==> src/rtl/file_op_alu.sv <==
module file_op_alu (
  input  logic [15:0] instr,
  input  logic [7:0]  wreg,
  input  logic [7:0]  fdata,
  input  logic [4:0]  flags_in,
  output logic [7:0]  result,
  output logic        wr_en,
  output logic        dest_f,
  output logic [4:0]  flags_out,
  output logic [4:0]  flag_we,
  output logic        skip,
  output logic [15:0] product,
  output logic        prod_we,
  output logic [7:0]  addr,
  output logic        access,
  output logic        illegal
);
  localparam int FC = 0, FDC = 1, FZ = 2, FOV = 3, FN = 4;
  localparam logic [4:0] M_ALL = 5'b11111, M_ZN = 5'b10100, M_CZN = 5'b10101, M_Z = 5'b00100;
  localparam logic [6:0] OP_CLR = 7'b0110101, OP_SET = 7'b0110100, OP_NEG = 7'b0110110,
                         OP_MOVW = 7'b0110111, OP_MUL = 7'b0000001, OP_CPEQ = 7'b0110001,
                         OP_CPGT = 7'b0110010, OP_CPLT = 7'b0110000, OP_TST = 7'b0110011;

  logic [5:0] op6;
  logic [6:0] op7;
  logic       c_in;
  logic [7:0] a_op, b_op, res;
  logic       cin;
  logic [8:0] sum;
  logic [4:0] lo, nf, mask;
  logic       ovf;

  assign op6     = instr[15:10];
  assign op7     = instr[15:9];
  assign c_in    = flags_in[FC];
  assign addr    = instr[7:0];
  assign access  = instr[8];
  assign product = 16'(wreg) * 16'(fdata);

  always_comb begin
    a_op = fdata;
    b_op = 8'h00;
    cin  = 1'b0;
    case (op6)
      6'b001001: b_op = wreg;
      6'b001000: begin b_op = wreg; cin = c_in; end
      6'b010111: begin b_op = ~wreg; cin = 1'b1; end
      6'b010110: begin b_op = ~wreg; cin = c_in; end
      6'b010101: begin a_op = wreg; b_op = ~fdata; cin = c_in; end
      6'b001010, 6'b001111, 6'b010010: cin = 1'b1;
      6'b000001, 6'b001011, 6'b010011: b_op = 8'hFF;
      default: if (op7 == OP_NEG) begin a_op = 8'h00; b_op = ~fdata; cin = 1'b1; end
    endcase
  end

  assign lo  = {1'b0, a_op[3:0]} + {1'b0, b_op[3:0]} + {4'b0, cin};
  assign sum = {1'b0, a_op} + {1'b0, b_op} + {8'b0, cin};
  assign ovf = (a_op[7] == b_op[7]) && (sum[7] != a_op[7]);

  always_comb begin
    res     = 8'h00;
    wr_en   = 1'b0;
    dest_f  = instr[9];
    nf      = flags_in;
    mask    = 5'b0;
    skip    = 1'b0;
    prod_we = 1'b0;
    illegal = 1'b0;
    case (op6)
      6'b001001, 6'b001000, 6'b010111, 6'b010110, 6'b010101, 6'b001010, 6'b000001: begin
        res = sum[7:0]; wr_en = 1'b1; mask = M_ALL;
        nf[FC] = sum[8]; nf[FDC] = lo[4]; nf[FOV] = ovf;
      end
      6'b001011, 6'b001111: begin res = sum[7:0]; wr_en = 1'b1; skip = (sum[7:0] == 8'h00); end
      6'b010011, 6'b010010: begin res = sum[7:0]; wr_en = 1'b1; skip = (sum[7:0] != 8'h00); end
      6'b000101: begin res = wreg & fdata; wr_en = 1'b1; mask = M_ZN; end
      6'b000100: begin res = wreg | fdata; wr_en = 1'b1; mask = M_ZN; end
      6'b000110: begin res = wreg ^ fdata; wr_en = 1'b1; mask = M_ZN; end
      6'b000111: begin res = ~fdata; wr_en = 1'b1; mask = M_ZN; end
      6'b010100: begin res = fdata; wr_en = 1'b1; mask = M_ZN; end
      6'b001110: begin res = {fdata[3:0], fdata[7:4]}; wr_en = 1'b1; end
      6'b001101: begin res = {fdata[6:0], c_in}; nf[FC] = fdata[7]; wr_en = 1'b1; mask = M_CZN; end
      6'b001100: begin res = {c_in, fdata[7:1]}; nf[FC] = fdata[0]; wr_en = 1'b1; mask = M_CZN; end
      6'b010001: begin res = {fdata[6:0], fdata[7]}; wr_en = 1'b1; mask = M_ZN; end
      6'b010000: begin res = {fdata[0], fdata[7:1]}; wr_en = 1'b1; mask = M_ZN; end
      default: begin
        case (op7)
          OP_CLR:  begin res = 8'h00; wr_en = 1'b1; dest_f = 1'b1; mask = M_Z; end
          OP_SET:  begin res = 8'hFF; wr_en = 1'b1; dest_f = 1'b1; end
          OP_MOVW: begin res = wreg;  wr_en = 1'b1; dest_f = 1'b1; end
          OP_NEG:  begin
            res = sum[7:0]; wr_en = 1'b1; dest_f = 1'b1; mask = M_ALL;
            nf[FC] = sum[8]; nf[FDC] = lo[4]; nf[FOV] = ovf;
          end
          OP_MUL:  prod_we = 1'b1;
          OP_CPEQ: skip = (fdata == wreg);
          OP_CPGT: skip = (fdata > wreg);
          OP_CPLT: skip = (fdata < wreg);
          OP_TST:  skip = (fdata == 8'h00);
          default: illegal = 1'b1;
        endcase
      end
    endcase
    if (mask[FZ]) nf[FZ] = (res == 8'h00);
    if (mask[FN]) nf[FN] = res[7];
  end

  assign result    = res;
  assign flags_out = nf;
  assign flag_we   = mask;

  always_comb begin
    if (illegal) AST_ILLEGAL_SILENT: assert (!wr_en && !prod_we && !skip && flag_we == 5'b0);
    for (int i = 0; i < 5; i++)
      if (!flag_we[i]) AST_FLAG_HOLD: assert (flags_out[i] == flags_in[i]);
    if (skip) AST_SKIP_NO_FLAGS: assert (flag_we == 5'b0);
    if (prod_we) AST_MUL_NO_WRITE: assert (!wr_en && flag_we == 5'b0);
    if (op7 == OP_CLR) AST_CLEAR_ZERO: assert (result == 8'h00 && flags_out[FZ] && wr_en);
  end
endmodule

==> config.mk <==
export PLATFORM = sky130hd
export DESIGN_NAME = file_op_alu
export DESIGN_NICKNAME = d
export VERILOG_FILES = /design/src/rtl/file_op_alu.sv
export SDC_FILE = /design/constraint.sdc
export NUM_CORES = 1
export LEC_CHECK = 0
export BUFFER_PORTS_ARGS = -buffer_cell sky130_fd_sc_hd__buf_4
export CAP_MARGIN = 40
export CORE_UTILIZATION = 58
export DETAILED_ROUTE_END_ITERATION = 10
export GPL_TIMING_DRIVEN = 0
export PLACE_DENSITY = 0.83
export SLEW_MARGIN = 20
export SYNTH_ARGS = -nofsm -noshare
export SYNTH_HDL_FRONTEND = slang
export SYNTH_SLANG_ARGS = --single-unit
==> constraint.sdc <==
create_clock -name vclk -period 6.7
set_clock_uncertainty 0.2 [all_clocks]
set_input_delay 0.335 -clock vclk [all_inputs]
set_output_delay 0.335 -clock vclk [all_outputs]
set_load 0.005 [all_outputs]
==> results by stage, run 1 <==
Route:
- The DRC violation total after the first TritonRoute iteration is 442.
- After detailed routing, no signal wire sits above met4.
- Using the TritonRoute via totals, the vias-per-cell ratio works out to 6.31.
- In the final routed layout, each cell accounts on average for 18.0 microns.
- In this run the remaining antenna-violating nets after routing total 0.
- Detailed routing placed a total of 1300 microns of wire on met3.
- Wire segments on met2 add up to 6060 microns in the final route.
- The routed design has 13,400 microns of wire.
- The final route contains 4,692 vias.
- The DRC violation count after routing is 0.
- The total routed wire length on the met1 layer is 5800 microns.
- The pre-antenna-repair detailed-routing pass consisted of 5 iterations.

Synthesis:
- The post-synthesis instance total is 571.
- The most frequent cell after synthesis is inv_1.
- By area the synthesized netlist is led by ha_1, fa_1, inv_1.
- The total number of yosys warnings is 0.
- The synthesized design devotes to its leading area cell type 19.7% of total area.
- The synthesized design spends more area on one cell type than any other, namely ha_1.
- Of the synthesized area, sequential elements account for 0%.
- The number of nets in the synthesized netlist is 713.
- The commonest cells after synthesis are inv_1, nor2_1, ha_1, nand2_1, fa_1.
- Dividing the synthesized area by the synthesized cell count gives 7.46 sq um.
- The distinct cell type count after synthesis is 70.
- The cell area that synthesis handed to floorplanning was 4260 sq um.

STA:
- The number of hold-slack violations in the final timing report is 0.
- Adding up every negative setup slack in the final design gives 0 ns.
- The actual transition at the worst max-transition pin is 0.875 ns.
- The minimum clock period is 5.95 ns.
- Setup violations remaining at the end of the flow were counted as 0.
- The post-route fraction of the period consumed by the critical path is 88.9%.
- The number of pins exceeding their max-slew limit in the final report is 0.
- Setup repair after global routing left no endpoint under its margin.
- The achievable frequency is 168 MHz.
- The worst slew margin relative to its limit is 41.2%.

Power and ir drop:
- The worst IR drop on VDD is 363 uV.
- Summed over all cells, the static leakage comes to 2.50 nW.
- The power spent charging and discharging nets is 0.407 mW.
- The design draws 0.799 mW.
- Cell internal power was estimated by the tool at 0.392 mW.
- In this run, flip-flops and latches consume 0% of the power.
- The clock network fraction of design power is 0%.
- The proportion of total power due to net switching is 50.9%.
- In this run the power density over the cells is 161 nW/um^2.
- The power share of the combinational group is 100.0%.

Clock tree:
- Once the clock tree was built, the resizer swapped 0 gates to a different size.
- The number of post-CTS setup repair buffers is 0.
- The number of buffers inserted for hold repair after clock tree synthesis is 0.

Floorplan:
- The vertical die dimension is 87.7 microns.
- The initial utilization of the core area, before any placement, comes to 61.4%.
- The horizontal die dimension is 87.7 microns.
- The total die area is 7690 sq um.
- In this run the core area contains 30 standard-cell rows.
- The count of boundary I/O pins is 85.
- The area inside the core boundary is 6940 sq um.

Global routing:
- Entering global routing, the biggest net connects 11 pins.
- The number of antenna violations at the first check in global routing was 0.
- The total overflow left after global routing is 0.
- The via count of the first global-routing pass is 4,490.
- The first global-routing pass estimated 21,700 microns of wire.
- The total global-route track usage is 35.7%.

Setup path:
- The critical path goes through buf_4 > clkbuf_1 > clkinv_1 > nor2_1 > fa_1 > fa_1 > fa_1 > inv_1 > fa_1 > inv_1 > ha_1 > inv_1 > a21oi_1 > o41a_1 > a41o_1 > o41ai_1 > xnor2_1 > buf_4.
- The data required time at the worst endpoint is 6.16 ns.
- The destination of the critical timing path is product[15].
- Along the worst path, the maximum fanout reaches 9.
- The worst setup path is captured at a primary output.
- The critical path arrival is 5.42 ns.
- The critical path startpoint is fdata[4].
- The delay of the slowest critical-path stage is 0.55 ns.
- The type of the worst setup path is input pin to primary output.
- The library cell contributing the largest single delay on the critical path is fa_1.
- The worst setup path is launched from an input pin.
- The cell occurring most often along the worst timing path is fa_1.

Hold path:
- In this run the worst hold path is classified as input pin to primary output.

Final layout:
- The sequential cells in the finished layout cover a total of 0 sq um.
- Counting the fill cells in the layout gives 574.
- The count of flip-flops and latches is 0.
- The relative area change from synthesis to final layout is 16.4%.
- The number of nets in the final layout is 792.
- The repair_antennas step left the layout with diodes totalling 0.
- The number of clock buffer instances in the layout is 0.
- The fraction of layout instances using a drive strength above 1 is 16.0%.
- Summing all multi-input logic gate instances after layout gives 3790 sq um.

Run status:
- The flow ran to the end, and the final reports show no timing, DRC or antenna violations.

Run:
- The max-capacitance violation count is 0.

Place:
- In this run the tool buffered the top-level ports with 76 buffer cells.
- The weighted congestion at the end of routability-driven global placement is 0.970.
- Once detailed placement completed, the half-perimeter wirelength came to 10,900 microns.
[routing by layer]
layer	global-route usage [%]	vias up
li1	-	2151
met1	49.8	2217
met2	58.4	293
met3	5.09	31
met4	8.35	0
met5	0	-
[worst min path at each step]
stage                     startpoint      end  cells after the start
final                       instr[8]   access                      2
after detailed placement    instr[8]   access                      2
after global placement      instr[8]   access                      2
after global routing        instr[4]  addr[4]                      2
after CTS                   instr[8]   access                      2
after floorplan             instr[8]   access                      1
[worst max-delay path: cells and delay by family]
| family | cells | cell delay [ns] |
|---|---|---|
| AOI/OAI and AO/OA | 4 | 1.04 |
| xor gates and xnor gates | 1 | 0.16 |
| and+or+nand+nor | 1 | 0.27 |
| buffers and inverters | 7 | 1.28 |
| adders and majority gates | 5 | 2.32 |
[power groups by stage]
stage               clock network (mW)  registers [mW]  logic (mW)
floorplan                            0               0       0.508
finish                               0               0       0.799
CTS                                  0               0       0.794
detailed placement                   0               0       0.788
global route                         0               0       0.894
global placement                     0               0       0.758
[layout by cell type (no fill, tap or decap), types with 10 or more instances in the layout]
master | netlist | routed
nor3_1 | 12 | 12
clkbuf_1 | 22 | 22
ha_1 | 67 | 67
nand2_1 | 44 | 44
nor4_1 | 11 | 10
xnor2_1 | 14 | 14
buf_4 | 10 | 86
a21oi_1 | 20 | 20
a22o_1 | 12 | 12
o21ai_0 | 22 | 22
nor2_1 | 69 | 69
fa_1 | 38 | 38
inv_1 | 70 | 70
o211ai_1 | 14 | 14
[cells by family after synthesis]
family | after synthesis | synth area share (%)
and+or+nand+nor | 188 | 21.6
AOI/OAI and AO/OA | 137 | 23.8
buffers and inverters | 114 | 11.2
adders and majority gates | 105 | 37.5
xor gates and xnor gates | 20 | 4.11
muxes | 7 | 1.73
[metrics by stage]
stage          std cells  hold WS (ns)  worst slack [ns]  util [%]  instance area, sq um
6_report             744         0.635             0.746      71.4                  4960
5_1_grt              744         0.639             0.387      71.4                  4960
4_1_cts              744         0.636             0.817      71.4                  4960
3_5_place_dp         744         0.636             0.831      71.4                  4960
3_3_place_gp         743         0.636             0.878      71.3                  4950
2_1_floorplan        571         0.551              1.72         -                  4260
[final cells by class]
class              instances  share of cell area, %
inverters                 73                   5.52
plain buffers             41                   4.14
repair buffers            77                   11.6
well taps                 96                   2.42
multi-input cells        457                   76.3
Power figures use the tool's default switching activity.
==> run 2, diff against run 1 <==
- BUFFER_PORTS_ARGS: -buffer_cell sky130_fd_sc_hd__buf_4 -> -buffer_cell sky130_fd_sc_hd__clkbuf_2
- clock period: 6.7 -> 6.54 ns (I/O delays scaled with it)
==> run 2 against run 1 <==
Non-clock buffer count stayed put. First-iteration DRC count is 24% higher. Flip-flop and latch count did not move. Setup slack got worse by 0.20 ns. Sequential share of layout area unchanged. Clock-buffer cell count is the same. Highest routed layer unchanged. Via count shrank 1.1%. Utilization down 2.7 points. Combinational power shrank 5.9%. Critical path depth unchanged. Critical path type unchanged.
==> results by stage, run 2 (synthesis results as in run 1) <==
Run status:
- The flow ran to the end, and the final reports show no timing, DRC or antenna violations.

Floorplan:
- The starting utilization of the core area is 61.4%.
- The number of placement rows is 30.
- The area inside the core boundary is 6940 sq um.
- The total die area is 7690 sq um.
- The vertical die dimension is 87.7 microns.
- In this run the horizontal extent of the chip is 87.7 microns.
- During I/O placement, the number of pins put on the boundary was 85.

Final layout:
- The number of clock buffer instances in the layout is 0.
- Once layout is done, the placed cells without fillers occupy 4770 sq um.
- The commonest non-fill, non-tap cell in the layout is clkbuf_2.
- Leaving out fill and tap cells, the most frequent cells in the layout are clkbuf_2, inv_1, nor2_1.
- The antenna diode instance count is 0.
- The final layout contains 792 nets.
- The relative area change from synthesis to final layout is 12.0%.
- The fraction of layout instances using a drive strength above 1 is 16.2%.
- The sequential cells in the finished layout cover a total of 0 sq um.
- The non-filler instance count after layout is 744.
- The design has 0 sequential cells.

Route:
- The count of vias placed by the detailed router is 4,639.
- Using the TritonRoute via totals, the vias-per-cell ratio works out to 6.24.
- The total length of routed met3 wires is 1250 microns.
- The remaining antenna violation count after routing is 0.
- Signal routing reaches up to met4.
- Summed over all nets, wire length on met2 after detailed routing comes to 5870 microns.
- The final wirelength is 13,100 microns.
- For this block, wires on met1 add up to 5730 microns.
- The DRC violation count after routing is 0.
- The DRC violation total after the first TritonRoute iteration is 550.
- In the final routed layout, each cell accounts on average for 17.6 microns.
- The detailed-routing iteration count for the pre-antenna-repair pass is 5.

Setup path:
- The type of the worst setup path is input pin to primary output.
- Data on the critical path arrives at its endpoint at 5.46 ns.
- The critical path endpoint category is a primary output.
- In this run the worst path has a maximum fanout of 9.
- The data required time at the worst endpoint is 6.01 ns.
- The kind of start point of the critical path is an input pin.

Global routing:
- The first global-routing pass estimated 20,800 microns of wire.
- The via count of the first global-routing pass is 4,208.
- The number of antenna violations at the first check in global routing was 0.
- The largest net degree at the start of global routing is 11.
- The total overflow left after global routing is 0.
- Across every metal layer, demand over resource in global routing totals 34.5%.

Place:
- Including well taps, the total number of placed cells is 744.
- Detailed placement finished with a half-perimeter wire length of 10,700 microns.
- The total cell area at the placement stage is 4770 sq um.
- Routability-driven placement finished with a final weighted congestion of 0.979.
- Port buffering added 76 buffers.

STA:
- Dividing the final minimum period by the clock period gives 91.6%.
- The number of pins exceeding their max-slew limit in the final report is 0.
- The worst path needs 5.99 ns of the cycle, external delays included.
- The final-layout setup total negative slack is 0 ns.
- Setup repair after global routing left no endpoint under its margin.
- Timing would allow up to 167 MHz.
- The number of hold-slack violations in the final timing report is 0.
- Setup violations remaining at the end of the flow were counted as 0.
- Measured against its own limit, the worst slew margin works out to 43.7%.
- At the pin with the least slew margin, the transition time is 0.841 ns.

Hold path:
- The path category of the worst min-delay check is input pin to primary output.

Power and ir drop:
- The total leakage power is 2.45 nW.
- The power density over the cells is 158 nW/um^2.
- IR analysis of the VDD net gives a maximum drop of 371 uV.
- The design draws 0.752 mW.

Clock tree:
- The number of buffers inserted for hold repair after clock tree synthesis is 0.
- The number of post-CTS setup repair buffers is 0.
- The post-CTS resize count is 0.

Run:
- The max-capacitance violation count is 0.
## run 2: through the flow
stage | utilization, % | setup WS, ns | hold slack [ns]
final | 68.7 | 0.551 | 0.621
after global placement | 68.6 | 0.690 | 0.622
after floorplan | - | 1.58 | 0.535
after global routing | 68.7 | 0.258 | 0.626
after detailed placement | 68.7 | 0.642 | 0.622
after CTS | 68.7 | 0.634 | 0.622
## run 2: final cells by class
| class | count | area [sq um] |
|---|---|---|
| plain buffers | 41 | 205 |
| repair buffers | 77 | 385 |
| inverters | 73 | 274 |
| fillers | 597 | 2170 |
| multi-input cells | 457 | 3790 |
| well taps | 96 | 120 |
## run 2: report_power, final
group	leakage [nW]	total [mW]	internal [mW]	switching [mW]
clock	0	0	0	0
sequential	0	0	0	0
combinational	2.45	0.752	0.343	0.409
total	2.45	0.752	0.343	0.409
## run 2: worst paths after layout
path / startpoint / end / slack, ns / cells after the start
worst max-delay path: fdata[4] / product[15] / 0.55 / 18
worst min-delay path: instr[8] / access / 0.62 / 2
## run 2: layer usage
layer	up-vias	track usage, %
met5	-	0
met4	0	6.41
met3	28	2.64
met2	267	56.3
met1	2188	50.0
li1	2156	-
## run 2: critical path: stages
cell and delay [ns]:
clkbuf_2 0.12, clkbuf_1 0.44, clkinv_1 0.44, nor2_1 0.30
fa_1 0.44, fa_1 0.48, fa_1 0.54, inv_1 0.06
fa_1 0.54, inv_1 0.05, ha_1 0.30, inv_1 0.09
a21oi_1 0.07, o41a_1 0.36, a41o_1 0.27, o41ai_1 0.32
xnor2_1 0.17, clkbuf_2 0.13
==> run 3, diff against run 2 <==
- BUFFER_PORTS_ARGS: -buffer_cell sky130_fd_sc_hd__clkbuf_2 -> default
- DONT_BUFFER_PORTS: default -> 1
- GPL_ROUTABILITY_DRIVEN: default -> 0
- PLACE_DENSITY: 0.83 -> 0.74
- clock period: 6.54 -> 5.9 ns (I/O delays scaled with it)
==> run 3 against run 2 <==
Via count fell by 6.1%. Combinational power fell by 6.1%. Non-clock buffer count fell by 75. Cell area fell by 8.0%. Global-route usage fell by 2.2 points. Critical endpoint unchanged. Largest cell class unchanged.
==> results by stage, run 3 (synthesis results as in run 1) <==
Final layout:
- The count of flip-flops and latches is 0.
- The area growth from synthesis to layout is 3.05%.
- The library cells used most frequently in the layout, excluding fill and tap cells, are inv_1, nor2_1, ha_1.
- The flip-flop and latch area is 0 sq um.
- The repair_antennas step left the layout with diodes totalling 0.
- The clock buffers instantiated in the layout total 0.
- The number of nets in the final layout is 717.
- Cells with a size suffix above 1 make up 5.24% of the layout.
- The library cell used most frequently in the layout, excluding fill and tap cells, is inv_1.

Setup path:
- The type of the worst setup path is input pin to primary output.
- The critical path arrival is 5.02 ns.
- The worst setup path is captured at a primary output.
- For this run, the slowest stage of the critical path takes 0.56 ns.
- Along the worst path, the maximum fanout reaches 10.
- Walking the worst path, the cells encountered are clkbuf_1 > inv_1 > nor2_1 > fa_1 > fa_1 > fa_1 > inv_1 > fa_1 > inv_1 > ha_1 > inv_1 > a21oi_1 > o41a_1 > a41o_1 > o41ai_1 > xnor2_1.
- At the worst endpoint, the required time is 5.41 ns.
- The largest individual stage delay along the critical path comes from the cell fa_1.
- The worst setup path is launched from an input pin.

Clock tree:
- Post-CTS repair changed the size of 0 cells.
- The number of buffers inserted for hold repair after clock tree synthesis is 0.
- The number of post-CTS setup repair buffers is 0.

Global routing:
- The total global-route track usage is 32.3%.
- The number of antenna violations at the first check in global routing was 0.
- The total congestion overflow after global routing is 0.
- The via count of the first global-routing pass is 4,140.
- Entering global routing, the biggest net connects 11 pins.
- The wire length of the first global-routing pass is 19,800 microns.

Place:
- After legalization and detailed placement, the total HPWL measured 9660 microns.
- OpenSTA, run right after detailed placement, puts the worst setup slack at 0.319 ns.
- Port buffering added 0 buffers.

Route:
- For this run, design rule violations remaining after detail routing come to 0.
- The detailed-routing iteration count for the pre-antenna-repair pass is 7.
- The detailed-route vias per instance is 6.51.
- The routed layout has 4,357 vias.
- In this run, the number of DRC markers left after iteration 0 of detailed routing was 560.
- The remaining antenna violation count after routing is 0.
- In the final routed layout, each cell accounts on average for 17.7 microns.
- Summed over all layers, the routed wires come to 11,900 microns.

STA:
- The actual transition at the worst max-transition pin is 0.856 ns.
- Setup repair after global routing left no endpoint under its margin.
- The post-route fraction of the period consumed by the critical path is 93.5%.
- The number of pins exceeding their max-slew limit in the final report is 0.
- The worst slew margin relative to its limit is 42.5%.
- The final-layout setup total negative slack is 0 ns.
- Setup slack on the critical path of the routed design comes to 0.382 ns.
- Counting I/O delays and the setup requirement, the final critical path takes 5.52 ns.
- The number of hold-slack violations in the final timing report is 0.
- The number of setup violations in the final report is 0.
- The achievable frequency is 181 MHz.

Power and ir drop:
- The power density over the cells is 161 nW/um^2.
- The clock network fraction of design power is 0%.
- The total leakage power is 2.13 nW.
- In this run the power spent charging and discharging nets is 0.404 mW.
- The worst IR drop on VDD is 187 uV.
- The proportion of total power due to net switching is 57.3%.
- The completed layout was analyzed and its total power is 0.706 mW.
- Of the total power, combinational logic draws 100.0%.
- The internal portion of the total power is 0.302 mW.
- Per report_power, the sequential group accounts for 0% of the total.

Floorplan:
- The region available for standard cell placement spans 6940 sq um.
- In this run the horizontal extent of the chip is 87.7 microns.
- The count of boundary I/O pins is 85.
- The floorplan step defined a die boundary enclosing 7690 sq um.
- Measured along the y axis, the die boundary spans 87.7 microns.
- The initialized floorplan defines 30 standard-cell rows.
- For this configuration, the core starts out at a cell density of 61.4%.

Hold path:
- The path category of the worst min-delay check is input pin to primary output.

Run:
- The max-capacitance violation count is 0.

Run status:
- The flow ran to the end, and the final reports show no timing, DRC or antenna violations.
==> run 3: changes by cell type in the layout (fill, tap and decap cells not counted), sizes merged <==
cell | before | now
buf | 20 | 21
clkbuf | 98 | 22
clkinv | 3 | 2
inv | 70 | 71
==> run 3: per-stage QoR <==
step	area, sq um	cells	hold WS (ns)	util (%)
floorplan	4260	571	0.471	-
global placement	4380	667	0.473	63.1
detailed placement	4390	669	0.472	63.2
CTS	4390	669	0.472	63.2
global route	4390	669	0.473	63.2
finish	4390	669	0.472	63.2
==> run 3: worst max-delay path: cells and delay by family <==
kind                     cells  cell delay, ns
AO/OA/AOI/OAI                4            1.01
XOR/XNOR                     1            0.18
adder cells (fa/ha/maj)      5            2.35
buffers and inverters        5            0.97
AND/OR/NAND/NOR              1            0.21
==> run 3: worst paths after layout <==
kind           to     start  cells after the start  slack [ns]
min       addr[2]  instr[2]                      1        0.47
max   product[15]  fdata[3]                     16        0.38
==> run 3: metal layers <==
| layer | part of all wire (%) | global-route usage [%] | vias up |
|---|---|---|---|
| li1 | - | - | 2005 |
| met5 | 0 | 0 | - |
| met2 | 44 | 51.6 | 271 |
| met4 | 2.2 | 7.45 | 0 |
| met1 | 42 | 46.5 | 2041 |
| met3 | 12 | 3.68 | 40 |
==> run 3: cell type report <==
type	count	area [sq um]
Tap cell	96	120
Multi-Input combinational cell	457	3780
Fill cell	678	2550
Buffer	41	205
Inverter	73	274
Timing Repair Buffer	2	10.0
==> run 3: power groups by stage <==
stage          Sequential [mW]  Clock, mW  Combinational (mW)
2_1_floorplan                0          0               0.577
3_3_place_gp                 0          0               0.684
3_5_place_dp                 0          0               0.701
4_1_cts                      0          0               0.708
5_1_grt                      0          0               0.805
6_report                     0          0               0.706
